`config.mk`:
```
export PLATFORM = sky130hd
export DESIGN_NAME = delta_sample_player
export DESIGN_NICKNAME = d
export VERILOG_FILES = /design/src/rtl/dsp_pkg.sv /design/src/rtl/dsp_rate_timer.sv /design/src/rtl/dsp_fetch.sv /design/src/rtl/dsp_shifter.sv /design/src/rtl/delta_sample_player.sv
export SDC_FILE = /design/constraint.sdc
export NUM_CORES = 1
export LEC_CHECK = 0
export BUFFER_PORTS_ARGS = -buffer_cell sky130_fd_sc_hd__buf_2
export CAP_MARGIN = 25
export CELL_PAD_IN_SITES_DETAIL_PLACEMENT = 1
export CELL_PAD_IN_SITES_GLOBAL_PLACEMENT = 1
export CORE_MARGIN = 2
export CORE_UTILIZATION = 44
export DETAILED_ROUTE_END_ITERATION = 12
export PLACE_DENSITY = 0.82
export SETUP_SLACK_MARGIN = 0.4
export SLEW_MARGIN = 0
export SYNTH_ARGS = -nofsm -noshare
export SYNTH_HDL_FRONTEND = slang
export SYNTH_SLANG_ARGS = --single-unit
```
`constraint.sdc`:
```
create_clock -name clk -period 3.2 [get_ports clk]
set_input_delay 0.64 -clock clk [delete_from_list [all_inputs] [get_ports clk]]
set_output_delay 0.64 -clock clk [all_outputs]
set_load 0.03 [all_outputs]
```
`src/rtl/dsp_pkg.sv`:
```
package dsp_pkg;
    localparam int unsigned ADDR_W   = 16;
    localparam int unsigned LEVEL_W  = 7;
    localparam int unsigned RATE_W   = 4;
    localparam int unsigned PERIOD_W = 9;
    localparam int unsigned BYTE_W   = 8;

    typedef struct packed {
        logic              irq_en;
        logic              loop;
        logic [RATE_W-1:0] rate;
    } ctrl_t;

    localparam int unsigned CTRL_W = $bits(ctrl_t);

    // 60 Hz period set, cycles per output bit
    function automatic logic [PERIOD_W-1:0] period_60(input logic [RATE_W-1:0] idx);
        case (idx)
            4'd0:    return 9'd428;
            4'd1:    return 9'd380;
            4'd2:    return 9'd340;
            4'd3:    return 9'd320;
            4'd4:    return 9'd286;
            4'd5:    return 9'd254;
            4'd6:    return 9'd226;
            4'd7:    return 9'd214;
            4'd8:    return 9'd190;
            4'd9:    return 9'd160;
            4'd10:   return 9'd142;
            4'd11:   return 9'd128;
            4'd12:   return 9'd106;
            4'd13:   return 9'd84;
            4'd14:   return 9'd72;
            default: return 9'd54;
        endcase
    endfunction

    // 50 Hz period set; entries 4 and 12 are off their ideal pitch
    function automatic logic [PERIOD_W-1:0] period_50(input logic [RATE_W-1:0] idx);
        case (idx)
            4'd0:    return 9'd398;
            4'd1:    return 9'd354;
            4'd2:    return 9'd316;
            4'd3:    return 9'd298;
            4'd4:    return 9'd276;
            4'd5:    return 9'd236;
            4'd6:    return 9'd210;
            4'd7:    return 9'd198;
            4'd8:    return 9'd176;
            4'd9:    return 9'd148;
            4'd10:   return 9'd132;
            4'd11:   return 9'd118;
            4'd12:   return 9'd98;
            4'd13:   return 9'd78;
            4'd14:   return 9'd66;
            default: return 9'd50;
        endcase
    endfunction
endpackage

```
`src/rtl/dsp_rate_timer.sv`:
```
module dsp_rate_timer
    import dsp_pkg::*;
#(
    parameter int unsigned RATE_SET = 0
) (
    input  logic              clk,
    input  logic              rst_n,
    input  logic [RATE_W-1:0] rate_idx,
    output logic              tick
);
    logic [PERIOD_W-1:0] period;

    generate
        if (RATE_SET == 0) begin : g_set60
            assign period = period_60(rate_idx);
        end else begin : g_set50
            assign period = period_50(rate_idx);
        end
    endgenerate

    typedef struct packed {
        logic [PERIOD_W-1:0] cnt;
    } tmr_t;

    tmr_t s_d, s_q;

    // A tick each time the down-counter reaches zero; reload picks up a new rate
    always_comb begin
        s_d  = s_q;
        tick = (s_q.cnt == '0);
        if (tick) s_d.cnt = period - PERIOD_W'(1);
        else      s_d.cnt = s_q.cnt - PERIOD_W'(1);
    end

    always_ff @(posedge clk or negedge rst_n) begin
        if (!rst_n) s_q <= '0;
        else        s_q <= s_d;
    end
endmodule

```
`src/rtl/dsp_fetch.sv`:
```
module dsp_fetch
    import dsp_pkg::*;
#(
    parameter int unsigned LEN_W   = 8,
    parameter int unsigned START_W = 8
) (
    input  logic               clk,
    input  logic               rst_n,
    input  logic               start_we,
    input  logic [START_W-1:0] start_wdata,
    input  logic               len_we,
    input  logic [LEN_W-1:0]   len_wdata,
    input  logic               run_we,
    input  logic               run_wdata,
    input  logic               loop_en,
    input  logic               irq_en,
    input  logic               irq_clr,
    input  logic               consume,
    input  logic               dma_ack,
    input  logic [BYTE_W-1:0]  dma_data,
    output logic               dma_req,
    output logic [ADDR_W-1:0]  dma_addr,
    output logic               buf_full,
    output logic [BYTE_W-1:0]  buf_data,
    output logic               irq
);
    localparam int unsigned SEG_SH   = 4;                 // length counts 16-byte segments
    localparam int unsigned CNT_W    = LEN_W + SEG_SH;
    localparam int unsigned BLOCK_SH = ADDR_W - 2 - START_W;

    typedef struct packed {
        logic [START_W-1:0] start;
        logic [LEN_W-1:0]   len;
        logic [ADDR_W-1:0]  cur;
        logic [CNT_W-1:0]   remain;
        logic               full;
        logic [BYTE_W-1:0]  data;
        logic               irq;
    } fch_t;

    fch_t s_d, s_q;

    logic [ADDR_W-1:0] start_addr;
    logic [CNT_W-1:0]  reload_cnt;

    assign start_addr = {2'b11, s_q.start, {BLOCK_SH{1'b0}}};
    assign reload_cnt = {s_q.len, {SEG_SH{1'b0}}} + CNT_W'(1);

    always_comb begin
        s_d     = s_q;
        dma_req = (s_q.remain != '0) && !s_q.full;

        if (start_we) s_d.start = start_wdata;
        if (len_we)   s_d.len   = len_wdata;
        if (consume)  s_d.full  = 1'b0;

        if (dma_req && dma_ack) begin
            s_d.full   = 1'b1;
            s_d.data   = dma_data;
            // top bit stays set, so 0xFFFF steps to 0x8000
            s_d.cur    = {1'b1, s_q.cur[ADDR_W-2:0] + (ADDR_W-1)'(1)};
            s_d.remain = s_q.remain - CNT_W'(1);
            if (s_q.remain == CNT_W'(1)) begin
                if (loop_en) begin
                    s_d.cur    = start_addr;
                    s_d.remain = reload_cnt;
                end else if (irq_en) begin
                    s_d.irq = 1'b1;
                end
            end
        end

        if (run_we) begin
            if (!run_wdata) begin
                s_d.remain = '0;
            end else if (s_q.remain == '0) begin
                s_d.cur    = start_addr;
                s_d.remain = reload_cnt;
            end
        end

        if (irq_clr) s_d.irq = 1'b0;
    end

    always_ff @(posedge clk or negedge rst_n) begin
        if (!rst_n) s_q <= '0;
        else        s_q <= s_d;
    end

    assign dma_addr = s_q.cur;
    assign buf_full = s_q.full;
    assign buf_data = s_q.data;
    assign irq      = s_q.irq;
endmodule

```
`src/rtl/dsp_shifter.sv`:
```
module dsp_shifter
    import dsp_pkg::*;
(
    input  logic               clk,
    input  logic               rst_n,
    input  logic               tick,
    input  logic               buf_full,
    input  logic [BYTE_W-1:0]  buf_data,
    input  logic               level_we,
    input  logic [LEVEL_W-1:0] level_wdata,
    output logic               consume,
    output logic [LEVEL_W-1:0] level
);
    localparam int unsigned BITS_W    = $clog2(BYTE_W) + 1;
    localparam int unsigned LEVEL_MAX = (1 << LEVEL_W) - 1;

    typedef struct packed {
        logic [BYTE_W-1:0]  shreg;
        logic [BITS_W-1:0]  left;
        logic               silent;
        logic [LEVEL_W-1:0] level;
    } shf_t;

    shf_t s_d, s_q;

    function automatic logic [LEVEL_W-1:0] step(input logic [LEVEL_W-1:0] lv, input logic up);
        if (up) begin
            if (lv >= LEVEL_W'(LEVEL_MAX - 1)) return LEVEL_W'(LEVEL_MAX);
            return lv + LEVEL_W'(2);
        end
        if (lv < LEVEL_W'(2)) return '0;
        return lv - LEVEL_W'(2);
    endfunction

    always_comb begin
        s_d     = s_q;
        consume = 1'b0;
        if (tick) begin
            if (!s_q.silent) s_d.level = step(s_q.level, s_q.shreg[0]);
            s_d.shreg = s_q.shreg >> 1;
            if (s_q.left == BITS_W'(1)) begin
                s_d.left = BITS_W'(BYTE_W);
                if (buf_full) begin
                    s_d.shreg  = buf_data;
                    s_d.silent = 1'b0;
                    consume    = 1'b1;
                end else begin
                    s_d.silent = 1'b1;
                end
            end else begin
                s_d.left = s_q.left - BITS_W'(1);
            end
        end
        if (level_we) s_d.level = level_wdata;
    end

    always_ff @(posedge clk or negedge rst_n) begin
        if (!rst_n) begin
            s_q        <= '0;
            s_q.left   <= BITS_W'(1);
            s_q.silent <= 1'b1;
        end else begin
            s_q <= s_d;
        end
    end

    assign level = s_q.level;
endmodule

```
`src/rtl/delta_sample_player.sv`:
```
module delta_sample_player
    import dsp_pkg::*;
#(
    parameter int unsigned RATE_SET = 0,
    parameter int unsigned LEN_W    = 8,
    parameter int unsigned START_W  = 8
) (
    input  logic               clk,
    input  logic               rst_n,
    input  logic               ctrl_we,
    input  logic [CTRL_W-1:0]  ctrl_wdata,
    input  logic               level_we,
    input  logic [LEVEL_W-1:0] level_wdata,
    input  logic               start_we,
    input  logic [START_W-1:0] start_wdata,
    input  logic               len_we,
    input  logic [LEN_W-1:0]   len_wdata,
    input  logic               run_we,
    input  logic               run_wdata,
    output logic               dma_req,
    output logic [ADDR_W-1:0]  dma_addr,
    input  logic               dma_ack,
    input  logic [BYTE_W-1:0]  dma_data,
    output logic [LEVEL_W-1:0] level,
    output logic               irq
);
    typedef struct packed {
        ctrl_t ctrl;
    } top_t;

    top_t s_d, s_q;
    ctrl_t wr_ctrl;

    assign wr_ctrl = ctrl_t'(ctrl_wdata);

    always_comb begin
        s_d = s_q;
        if (ctrl_we) s_d.ctrl = wr_ctrl;
    end

    always_ff @(posedge clk or negedge rst_n) begin
        if (!rst_n) s_q <= '0;
        else        s_q <= s_d;
    end

    logic              tick;
    logic              consume;
    logic              buf_full;
    logic [BYTE_W-1:0] buf_data;

    dsp_rate_timer #(.RATE_SET(RATE_SET)) u_timer (
        .clk      (clk),
        .rst_n    (rst_n),
        .rate_idx (s_q.ctrl.rate),
        .tick     (tick)
    );

    dsp_fetch #(.LEN_W(LEN_W), .START_W(START_W)) u_fetch (
        .clk         (clk),
        .rst_n       (rst_n),
        .start_we    (start_we),
        .start_wdata (start_wdata),
        .len_we      (len_we),
        .len_wdata   (len_wdata),
        .run_we      (run_we),
        .run_wdata   (run_wdata),
        .loop_en     (s_q.ctrl.loop),
        .irq_en      (s_q.ctrl.irq_en),
        .irq_clr     (ctrl_we && !wr_ctrl.irq_en),
        .consume     (consume),
        .dma_ack     (dma_ack),
        .dma_data    (dma_data),
        .dma_req     (dma_req),
        .dma_addr    (dma_addr),
        .buf_full    (buf_full),
        .buf_data    (buf_data),
        .irq         (irq)
    );

    dsp_shifter u_shift (
        .clk         (clk),
        .rst_n       (rst_n),
        .tick        (tick),
        .buf_full    (buf_full),
        .buf_data    (buf_data),
        .level_we    (level_we),
        .level_wdata (level_wdata),
        .consume     (consume),
        .level       (level)
    );
endmodule

```
Yosys cells after proc, flatten, opt, wreduce, memory -nomap -nowiden --
Memories as Yosys holds them, arrays and structs flattened. Index checks and enable logic that the tools add are counted.
Storage, ports and cells: flip-flop bits (word level) 89, bits in latches 0, RAM bits 0, bits in read-only memories 128, input port bits 46, output and inout port bits 25, memories 1
Operators by class: add/subtract/negate cells 8, $mul 0, divide/modulo/power cells 0, $lt $le $gt $ge 2, equality and inequality tests 4, shift operators 0, multiplexer cells 40, bitwise gates (word level) 0, reduce and logical (&&, ||, !) cells 16
Memory list:
- (no name shown) | depth 16, width 8, rd ports 1, clocked after Yosys merged registers in 0, wr ports 0, RTL line dsp_pkg.sv:18 | case (idx)
Operators with widths (number):
- 28-bit two-way mux | 3
- 7-bit two-way mux | 9
- 38-bit two-way mux | 1
- 27-bit two-way mux | 1
- 1-bit two-way mux | 20
- 9-bit by 1-bit subtractor with 9-bit output, second input constant | 2
- 16-bit two-way mux | 1
- 8-bit two-way mux | 2
- 15-bit by 1-bit adder with 15-bit output, second input constant | 1
- 12-bit by 1-bit adder with 12-bit output, second input constant | 1
- 12-bit by 1-bit == test with 1-bit output, second input constant | 1
- 12-bit zero test | 1
- 12-bit two-way mux | 1
- 12-bit nonzero test | 1
- 12-bit by 1-bit subtractor with 12-bit output, second input constant | 1
- 2-bit nonzero test | 5
- 9-bit zero test | 1
- 9-bit two-way mux | 1
- 7-bit by 2-bit adder with 7-bit output, second input constant | 1
- 7-bit >= comparator, second input constant | 1
- 7-bit by 2-bit less-than comparator with 1-bit output, second input constant | 1
- 7-bit by 2-bit subtractor with 7-bit output, second input constant | 1
- 4-bit by 1-bit == test with 1-bit output, second input constant | 1
- 4-bit two-way mux | 1
- other kinds (7) | 11

Longest topological paths before layout --
Gate-level depths: netlist of run 1.
depth after elaboration 13, gate-level depth with buffers 10, gate-level depth less buffers 10

Hierarchy --
A second synthesis of run 1 with hierarchy kept.
Unflattened totals: cells, all modules 555, area, all modules 5412.7 sq um
By module, submodules not included:
- dsp_fetch | instances 1, cells an instance 284, area an instance 2900.3 sq um, seq. area each 1351.3 sq um
- dsp_shifter | instances 1, cells an instance 154, area an instance 1380.1 sq um, seq. area each 503.0 sq um
- dsp_rate_timer | instances 1, cells an instance 103, area an instance 874.6 sq um, seq. area each 225.2 sq um
- delta_sample_player | instances 1, cells an instance 14, area an instance 257.7 sq um, seq. area each 150.1 sq um

Worst setup path before layout of run 1 --
OpenSTA, ideal clock, no wires.
path type register to register, from reg s_q[0] in the netlist's numbering, to reg u_timer.s_q[6] in the netlist's numbering, library setup time 120 ps, arrival 2300 ps, data required time 3080 ps, setup slack 781 ps, stages on the path, launching flop included 7, path buffers 0, cell sequence dfrtp_1 inv_1 ha_1 mux4_2 or4_4 or4_1 and3_1
RTL lines:
- start, declared | RTL line delta_sample_player.sv:31 | top_t s_d, s_q;
- start signal, assigned | RTL line delta_sample_player.sv:42 | if (!rst_n) s_q <= '0;
- start signal, assigned | RTL line delta_sample_player.sv:43 | else s_q <= s_d;
- end signal, assigned | RTL line dsp_rate_timer.sv:36 | if (!rst_n) s_q <= '0;
- end signal, assigned | RTL line dsp_rate_timer.sv:37 | else s_q <= s_d;
- end, declared | RTL line dsp_rate_timer.sv:25 | tmr_t s_d, s_q;

Final worst setup path of run 1 --
from reg u_fetch.s_q[10] in the netlist's numbering, to out dma_req
On the way: longest elaborated chain between the ends 2
RTL lines:
- start, declared | RTL line dsp_fetch.sv:41 | fch_t s_d, s_q;
- start signal, assigned | RTL line dsp_fetch.sv:86 | if (!rst_n) s_q <= '0;
- start signal, assigned | RTL line dsp_fetch.sv:87 | else s_q <= s_d;
- 12-bit nonzero test | RTL line dsp_fetch.sv:51 | dma_req = (s_q.remain != '0) && !s_q.full;
- 1-bit logical AND | RTL line dsp_fetch.sv:51
- end, declared | RTL line delta_sample_player.sv:20 | output logic dma_req,
No other way between the ends.

==> results of run 1 <==
-- path summary, 6_finish.rpt --
path                       slack, ps                    to  cells after the start            startpoint
min in group clk                 480  u_fetch.dma_addr[15]                      1  u_fetch.dma_addr[15]
setup reg to reg                 580        u_timer.s_q[6]                      6                s_q[0]
hold reg to reg                  480  u_fetch.dma_addr[15]                      1  u_fetch.dma_addr[15]
max in group asynchronous       2260        u_shift.s_q[7]                      2                 rst_n
setup / recovery                 540               dma_req                      5       u_fetch.s_q[10]
hold / removal                   240       u_fetch.s_q[53]                      1                 rst_n
-- metal layers --
layer / vias up / wire [µm] / GRT usage [%]
li1: 1903 / - / -
met5: - / 0 / 0
met4: 0 / 109 / 5.61
met1: 1971 / 5110 / 25.9
met3: 9 / 442 / 3.76
met2: 62 / 6060 / 37.9
-- power by group --
part	leakage, nW	switching, mW	internal [mW]
Combinational	1.20	0.580	0.374
Clock	0.102	0.386	0.441
Sequential	1.10	0.231	1.32
Total	2.40	1.20	2.13
-- final cells by class --
class	instances	area share, %
Timing Repair Buffer	76	7.61
Clock buffer	13	2.53
Inverter	18	1.23
Tap cell	140	3.19
Multi-Input combinational cell	373	43.7
Clock inverter	3	1.18
Sequential cell	89	40.6
-- layout by cell type, fill, tap and decap left out, types with 7 or more instances in the layout --
cell type / instances
xnor2_1: 18
clkbuf_8: 9
xor2_1: 9
a21oi_1: 14
or3_1: 7
dfrtp_1: 87
ha_1: 15
buf_2: 69
o21ai_0: 40
or4_1: 7
mux2i_1: 11
nand2_1: 92
nor2_1: 24
nand3_1: 16
inv_1: 18
mux2_2: 20
nor3_1: 17
-- cells by family after synthesis --
logic type	after synthesis
AO/OA/AOI/OAI	96
XOR/XNOR	27
adder cells (fa/ha/maj)	15
buffers and inverters	64
flip-flops	89
multiplexers	32
AND/OR/NAND/NOR	203
-- sequential cells by signal (all words and copies together), names as in the netlist --
| signal | count |
|---|---|
| u_shift.s_q | 13 |
| u_fetch.irq | 1 |
| u_timer.s_q | 9 |
| u_fetch.dma_addr | 16 |
| s_q | 6 |
| u_fetch.buf_data | 8 |
| u_fetch.buf_full | 1 |
| u_shift.level | 7 |
| u_fetch.s_q | 28 |
==> impl_metrics.ini, run 1 <==
[setup_path]
cp.arrival_ps = 2020
critPathSlowestCell = dfrtp_1
crit_family = simple AND/OR/NAND/NOR gates
worstPathMaxFanout = 10
crit_chain = inv_1 -> ha_1 -> and4_2 -> nor2_1 -> buf_2
cp_num_buf_inv = 2
criticalPathCategory = reg -> out
worstPathRequired_ps = 2560
critPathLaunchType = flip-flop
cp-end-kind = output pin
max_stage_delay_ps = 480

[drt]
wl_per_cell_um = 16.5
drc = 0
dr.pass1.iters = 4
totalWireLength_mm = 11.7
via_per_inst = 5.54
ant_nets = 0
drt_first_iter_violations = 117
routed-via-count = 3945

[finish]
fin_util_pct = 50.4
final_nets = 628
regArea_um2 = 2230
fill_cells = 1291
layout-drive-gt1-share_pct = 21.0
n_antenna_cell = 0
syn2layout_area_growth_pct = 10.9
layoutNonFillerInstCount = 712
multi_input_area_um2 = 2400
final_area_um2 = 5490

[logic_synthesis]
synth_top_family_by_area = simple AND/OR/NAND/NOR gates
syn_area_um2 = 4950
ys_seq_area_share_pct = 45.0
yosys.area_share.simple_pct = 20.1
synth_common_cells = 92 x nand2_1, 87 x dfrtp_1, 40 x o21ai_0
synth_mux_area_share_pct = 7.23
synthAdderAreaFrac_pct = 3.79
syn_nets = 587
synthXorXnorAreaFrac_pct = 4.78
synth_edf_count = 0
synth_top_area_cell = dfrtp_1
synth_cells = 526
ys_seq_elements = 89
ys.flop_type = dfrtp_1
ys_warn_count = 0
avgSynthCellArea_um2 = 9.41
synth_cell_types = 60
synthArstFlopShare_pct = 100
synth.area.top_cells = dfrtp_1 44%, nand2_1 7.0%, mux2_2 4.5%, o21ai_0 4.0%, ha_1 3.8%
synthMostInstantiatedCell = nand2_1
synth_top_area_share_pct = 44.0
synth_compound_area_share_pct = 12.2

[floorplanning]
core_area_um2 = 10900
dieArea_um2 = 12100
io_pins = 71
rows = 38
fp.dieH_um = 110
die_x_um = 110
start_util_pct = 45.5

[power_and_ir_drop]
power.density_nw_per_um2 = 606
ir_drop_mv = 0.324
total_power_mw = 3.33
power.leakage_nw = 2.40

[clock_tree]
ctsResizeCount = 1
cts_hold_buf = 0
clk_latency_ps = 350
htreeDepth = 3
postCtsSetupBuffers = 0
cts_buffers = 9
cts.clk_slew.worst_paths_ps = 90
root_buffer = clkbuf_8
cts_buffer_depth = 2
cts_tree = yes
cts_num_sinks = 89

[sta]
fin_setup_tns_ps = 0
holdWs_ps = 237
maxSlewHeadroom_pct = 53.4
finalWorstSetupSlack_ps = 545
min_period_over_period_pct = 83.0
skew_ps = 7.66
worst_pin_slew_ps = 697
rsz0062_at_grt = true
finalHoldViolCount = 0
finalCriticalPeriod_ps = 2660
finalMaxSlewViolations = 0
fmax_mhz = 377
setup_viol = 0

[place]
pre_cts_ws_ps = 574
gp_congestion = 0.792
dp.cells = 695
io_buffers = 70
detailedPlacementHpwl_mm = 8.61
dpl-instance-area_um2 = 5260

[grt]
grt_overflow = 0
grt_pass1_wl_mm = 20.0
grt.total_usage_pct = 21.1
antenna_found_initial = 0
grt_max_degree = 54
grt_pass1_vias = 4290

[status]
outcome = finished clean

[min_path]
hold_path.class = in -> async

[flow_run]
drv_cap = 0
(Power assumes the default switching activity.)
==> inputs of run 2 (changes only) <==
Settings changed: ABC_AREA from default to 1, CORE_UTILIZATION 44 to 43, PLACE_DENSITY 0.82 to 0.83.
Clock period 3.2 ns to 2.7 ns, I/O delays scaled along.
==> run 2 against run 1 <==
  * Cell count is 22% higher
  * Largest power group unchanged
  * Clock-buffer cell count shrank 2
  * Highest routed layer unchanged
  * Critical path type unchanged
  * Via count increased by 14%
  * Sequential power increased by 19%
  * Worst setup slack worse by 20 ps
==> impl_metrics.ini, run 2 <==
[sta]
rsz0062_at_grt = true
finalHoldViolCount = 0
maxSlewHeadroom_pct = 58.4
fin_setup_tns_ps = 0
fmax_mhz = 460
finalMaxSlewViolations = 0
skew_ps = 7.59
finalWorstSetupSlack_ps = 524
min_period_over_period_pct = 80.6
setup_viol = 0
finalCriticalPeriod_ps = 2180
worst_pin_slew_ps = 624

[setup_path]
cp_num_buf_inv = 2
crit_chain = inv_1 -> ha_1 -> nand2_1 -> nor2_2 -> a21oi_2 -> buf_2
worstPathMaxFanout = 4
worstPathRequired_ps = 2160
critPathSlowestCell = dfrtp_1
cp.arrival_ps = 1640
max_stage_delay_ps = 390
crit_family = flip-flops
critPathLaunchType = flip-flop
criticalPathCategory = reg -> out
cp-end-kind = output pin

[logic_synthesis]
synthMostInstantiatedCell = nand2_1
synth_top_area_cell = dfrtp_1
synth_top_area_share_pct = 42.0
synth_common_cells = 171 x nand2_1, 87 x dfrtp_1, 82 x inv_1
synthArstFlopShare_pct = 100
synth_cells = 669
synthXorXnorAreaFrac_pct = 2.20
syn_area_um2 = 5180
syn_nets = 730
ys.flop_type = dfrtp_1
avgSynthCellArea_um2 = 7.75
synth_top_family_by_area = simple AND/OR/NAND/NOR gates
ys_seq_elements = 89
synthAdderAreaFrac_pct = 3.62
ys_seq_area_share_pct = 43.0
synth_cell_types = 40
yosys.area_share.simple_pct = 26.3
synth_compound_area_share_pct = 11.3
synth_mux_area_share_pct = 2.39
ys_warn_count = 0
synth.area.top_cells = dfrtp_1 42%, nand2_1 12%, inv_1 5.9%, o21ai_0 5.7%, nor2_1 4.6%
synth_edf_count = 0

[drt]
ant_nets = 0
routed-via-count = 4495
totalWireLength_mm = 13.4
wl_per_cell_um = 15.5
dr.pass1.iters = 4
via_per_inst = 5.17
drc = 0
drt_first_iter_violations = 182

[flow_run]
drv_cap = 0

[floorplanning]
start_util_pct = 43.5
rows = 40
io_pins = 71
core_area_um2 = 11900
dieArea_um2 = 13000
fp.dieH_um = 114
die_x_um = 114

[status]
outcome = finished clean

[finish]
regMostFlops = u_fetch.s_q
regArea_um2 = 2230
final_nets = 780
multi_input_area_um2 = 2390
layout-drive-gt1-share_pct = 18.5
largest_reg_flops = 28
syn2layout_area_growth_pct = 12.5
final_area_um2 = 5830
layout_commonest_cell = nand2_1
fill_cells = 1511
fin_util_pct = 49.0
layoutNonFillerInstCount = 870
n_antenna_cell = 0
layout_common_cells = 171 x nand2_1, 86 x dfrtp_1, 82 x inv_1

[place]
detailedPlacementHpwl_mm = 9.91
dpl-instance-area_um2 = 5520
dp.cells = 854
gp_congestion = 0.870
pre_cts_ws_ps = 511
io_buffers = 70

[clock_tree]
cts_tree = yes
root_buffer = clkbuf_16
ctsResizeCount = 0
cts_num_sinks = 89
cts_buffer_depth = 2
cts_buffers = 9
htreeDepth = 3
cts.clk_slew.worst_paths_ps = 60
cts_hold_buf = 0
postCtsSetupBuffers = 0
clk_latency_ps = 350

[power_and_ir_drop]
power.leakage_nw = 3.00
power_frac_comb_pct = 33.5
power.density_nw_per_um2 = 794
ir_drop_mv = 0.375
switching_share_pct = 39.0
p_int_mw = 2.83
p_sw_mw = 1.80
clkPwrFrac_pct = 26.9
seq_power_share_pct = 39.6

[grt]
grt_pass1_wl_mm = 23.0
grt_pass1_vias = 4965
grt_max_degree = 47
grt.total_usage_pct = 22.2
grt_overflow = 0
antenna_found_initial = 0

[min_path]
hold_path.class = in -> async
-- run 2: changes by cell type after synthesis, moves of 9 or more --
cell / change
clkbuf_1: -10
inv_1: +64
mux2_2: -9
mux2i_1: -11
nand2_1: +79
nand3_1: +18
nor2_1: +40
o21ai_0: +19
xnor2_1: -13
-- run 2: layer usage --
layer  routed length (µm)  vias to the layer above  track usage (%)
li1                     -                     2212                -
met1                 5940                     2206             26.6
met2                 6960                       65             40.8
met3                  386                       12             3.77
met4                  157                        0             6.42
met5                    0                        -                0
-- run 2: logic make-up (layout without fill, tap and decap cells) --
family                     count (synthesis)  after routing
AOI/OAI and AO/OA                        108            108
xor gates and xnor gates                  13             13
adders and majority gates                 15             15
buffers and inverters                    125            178
DFF                                       89             89
muxes                                     11             11
and+or+nand+nor                          308            309
-- run 2: power groups by stage --
stage	Clock, mW	Combinational (mW)	Sequential (mW)
after floorplan	0	1.26	1.78
after global placement	0	1.43	1.83
after detailed placement	0	1.52	1.86
after CTS	1.28	1.55	1.83
after global routing	1.32	1.75	1.87
final	1.25	1.55	1.84
-- run 2: through the flow --
| step | hold slack (ps) | power, mW |
|---|---|---|
| final | 213 | 4.63 |
| after global routing | 260 | 4.94 |
| after CTS | 240 | 4.66 |
| after detailed placement | 436 | 3.38 |
| after global placement | 425 | 3.27 |
| after floorplan | 244 | 3.03 |
-- run 2: worst register-to-register path, cell delays in order (launching register included) --
cell     delay, ps
dfrtp_1        390
inv_1          100
ha_1           200
nand2_1        100
nor2_2          60
nand2_1         70
nand3_2        260
inv_4          320
nand2_1        130
nand2_1         80
inv_1           40
o21ai_0        160
nand2_1         60
-- run 2: worst paths after layout --
kind / from / depth (start not counted) / endpoint / slack, ps
max in group asynchronous: rst_n / 2 / u_shift.s_q[7] / 1780
worst min-delay path: rst_n / 1 / u_timer.s_q[2] / 210
worst min register to register: u_timer.s_q[0] / 1 / u_timer.s_q[0] / 450
worst max-delay path: u_fetch.s_q[10] / 6 / dma_req / 520
worst max register to register: u_fetch.s_q[10] / 12 / u_fetch.s_q[17] / 630
min in group clk: dma_data[5] / 3 / u_fetch.buf_data[5] / 400
-- run 2: area by class of cell --
type                    count  area share, %
inverters                  88           5.71
flip-flops and latches     89           38.2
multi-input cells         456           41.1
clock inverters             4          0.772
clock buffers              11           4.16
repair buffers             75           6.91
well taps                 147           3.15
==> inputs of run 3 (changes only) <==
Clock period 2.7 ns to 2.3 ns, I/O delays scaled along.
==> run 3 against run 2 <==
  * Clock power is 33% higher
  * Worst hold slack worse by 160 ps
  * Clock-buffer cell count is 3 higher
  * Via count is 6.0% higher
  * Global-route usage is 0.84 points lower
  * Power is 30% higher
  * Die area stayed put
  * Sequential power is 18% higher
  * Register-to-register slack worse by 400 ps
  * Sequential cell count stayed put
==> impl_metrics.ini, run 3 (same netlist as run 2, synthesis figures left out) <==
[sta]
worst_pin_slew_ps = 441
min_period_over_period_pct = 89.9
fin_setup_tns_ps = 0
maxSlewHeadroom_pct = 70.6
rsz0062_at_grt = true
finalHoldViolCount = 0
fmax_mhz = 484
setup_viol = 0
finalMaxSlewViolations = 0
finalCriticalPeriod_ps = 2070
skew_ps = 11.6

[finish]
fill_cells = 1480
final_area_um2 = 6310
final_nets = 806
multi_input_area_um2 = 2540
layout_common_cells = 165 x nand2_1, 81 x dfrtp_1, 78 x inv_1
largest_reg_flops = 28
layout-drive-gt1-share_pct = 25.6
regMostFlops = u_fetch.s_q
regArea_um2 = 2240
n_antenna_cell = 0
syn2layout_area_growth_pct = 21.7
layout_commonest_cell = nand2_1

[setup_path]
worstReg2RegStart = u_fetch.s_q[11]
crit_start = u_fetch.s_q[11]
reg2reg_depth = 10
criticalPathCategory = reg -> reg
critPathCapture = u_fetch.dma_addr[0]
cp.arrival_ps = 2280
cp-end-kind = flip-flop
worstPathRequired_ps = 2510
worstPathMaxFanout = 23
critPathLaunchType = flip-flop
r2r-end = u_fetch.dma_addr[0]
r2r_slack_ps = 230

[clock_tree]
cts.clk_slew.worst_paths_ps = 60
root_buffer = clkbuf_16
clk_latency_ps = 350
cts_hold_buf = 0
cts_num_sinks = 89
cts_buffers = 9
cts_tree = yes
htreeDepth = 3
cts_buffer_depth = 2

[flow_run]
drv_cap = 0

[grt]
grt_pass1_wl_mm = 22.2
antenna_found_initial = 0
grt_max_degree = 61
grt.total_usage_pct = 21.3
grt_pass1_vias = 4776
grt_overflow = 0

[min_path]
hold_path.class = in -> async

[drt]
drt_first_iter_violations = 338
dr.pass1.iters = 4
drc = 0
via_per_inst = 5.31
routed-via-count = 4766
totalWireLength_mm = 15.9
ant_nets = 0
wl_per_cell_um = 17.7

[power_and_ir_drop]
power.leakage_nw = 3.18
power.density_nw_per_um2 = 951
total_power_mw = 6.00
ir_drop_mv = 0.398

[floorplanning]
start_util_pct = 43.5
fp.dieH_um = 114
die_x_um = 114
core_area_um2 = 11900
dieArea_um2 = 13000
rows = 40
io_pins = 71

[place]
io_buffers = 70
detailedPlacementHpwl_mm = 9.52
dpl-instance-area_um2 = 5540
gp_congestion = 0.903

[status]
outcome = finished clean
## run 3: cell types whose count changed in the layout (fill, tap and decap cells not counted), sizes merged
cell,delta
clkinv,-3
clkbuf,+5
nand3,+1
bufinv,+1
nor2,-1
buf,+24
## run 3: area by class of cell
type	count	share of cell area, %
Inverter	88	5.35
Tap cell	147	2.91
Multi-Input combinational cell	456	40.3
Sequential cell	89	35.5
Clock buffer	14	4.34
Clock inverter	2	0.952
Timing Repair Buffer	101	10.6
## run 3: metal layers
layer	global-route usage [%]	wire (µm)	up-vias
li1	-	-	2275
met1	27.0	6690	2349
met2	36.8	8150	101
met3	3.08	514	41
met4	8.62	533	0
met5	0	0	-
## run 3: worst min-delay path by stage
| stage | start | end | slack, ps | cells past startpoint |
|---|---|---|---|---|
| after global routing | rst_n | s_q[3] | 70 | 1 |
| after detailed placement | rst_n | u_timer.s_q[2] | 430 | 1 |
| after global placement | u_timer.s_q[0] | u_timer.s_q[0] | 420 | 1 |
| final | rst_n | u_timer.s_q[1] | 50 | 1 |
| after CTS | rst_n | u_timer.s_q[1] | 60 | 1 |
| after floorplan | rst_n | s_q[0] | 160 | 0 |
## run 3: what timing repair did
| action | in CTS | in global routing |
|---|---|---|
| setup buffers | 5 | 16 |
| endpoints found under the setup margin | 34 | 43 |
| endpoints found under the hold margin | 0 | 0 |
| pin swaps | 3 | 11 |
| gates cloned | 0 | 4 |
| gates resized for setup | 14 | 46 |
## run 3: where the power goes
group | internal (mW) | total, mW | switching [mW] | leakage, nW
logic | 0.773 | 2.17 | 1.40 | 1.96
clock network | 1.04 | 1.66 | 0.618 | 0.163
registers | 1.85 | 2.17 | 0.318 | 1.05
## run 3: stage by stage
step,worst slack (ps),std cells,utilization [%],hold WS [ps]
after floorplan,581,669,-,164
after global placement,325,856,46.5,423
after detailed placement,198,856,46.5,431
after CTS,358,877,49.9,59.4
after global routing,244,897,53.0,71.7
final,232,897,53.0,48.1
## run 3: worst max-delay path, stage by stage, from the launching register on
cell and delay, ps:
dfrtp_1 400, inv_2 130, ha_4 180, nand2_4 80
nor2_4 150, nand2_2 100, nand3_4 150, buf_12 120
inv_8 60, buf_4 180, a211oi_1 370
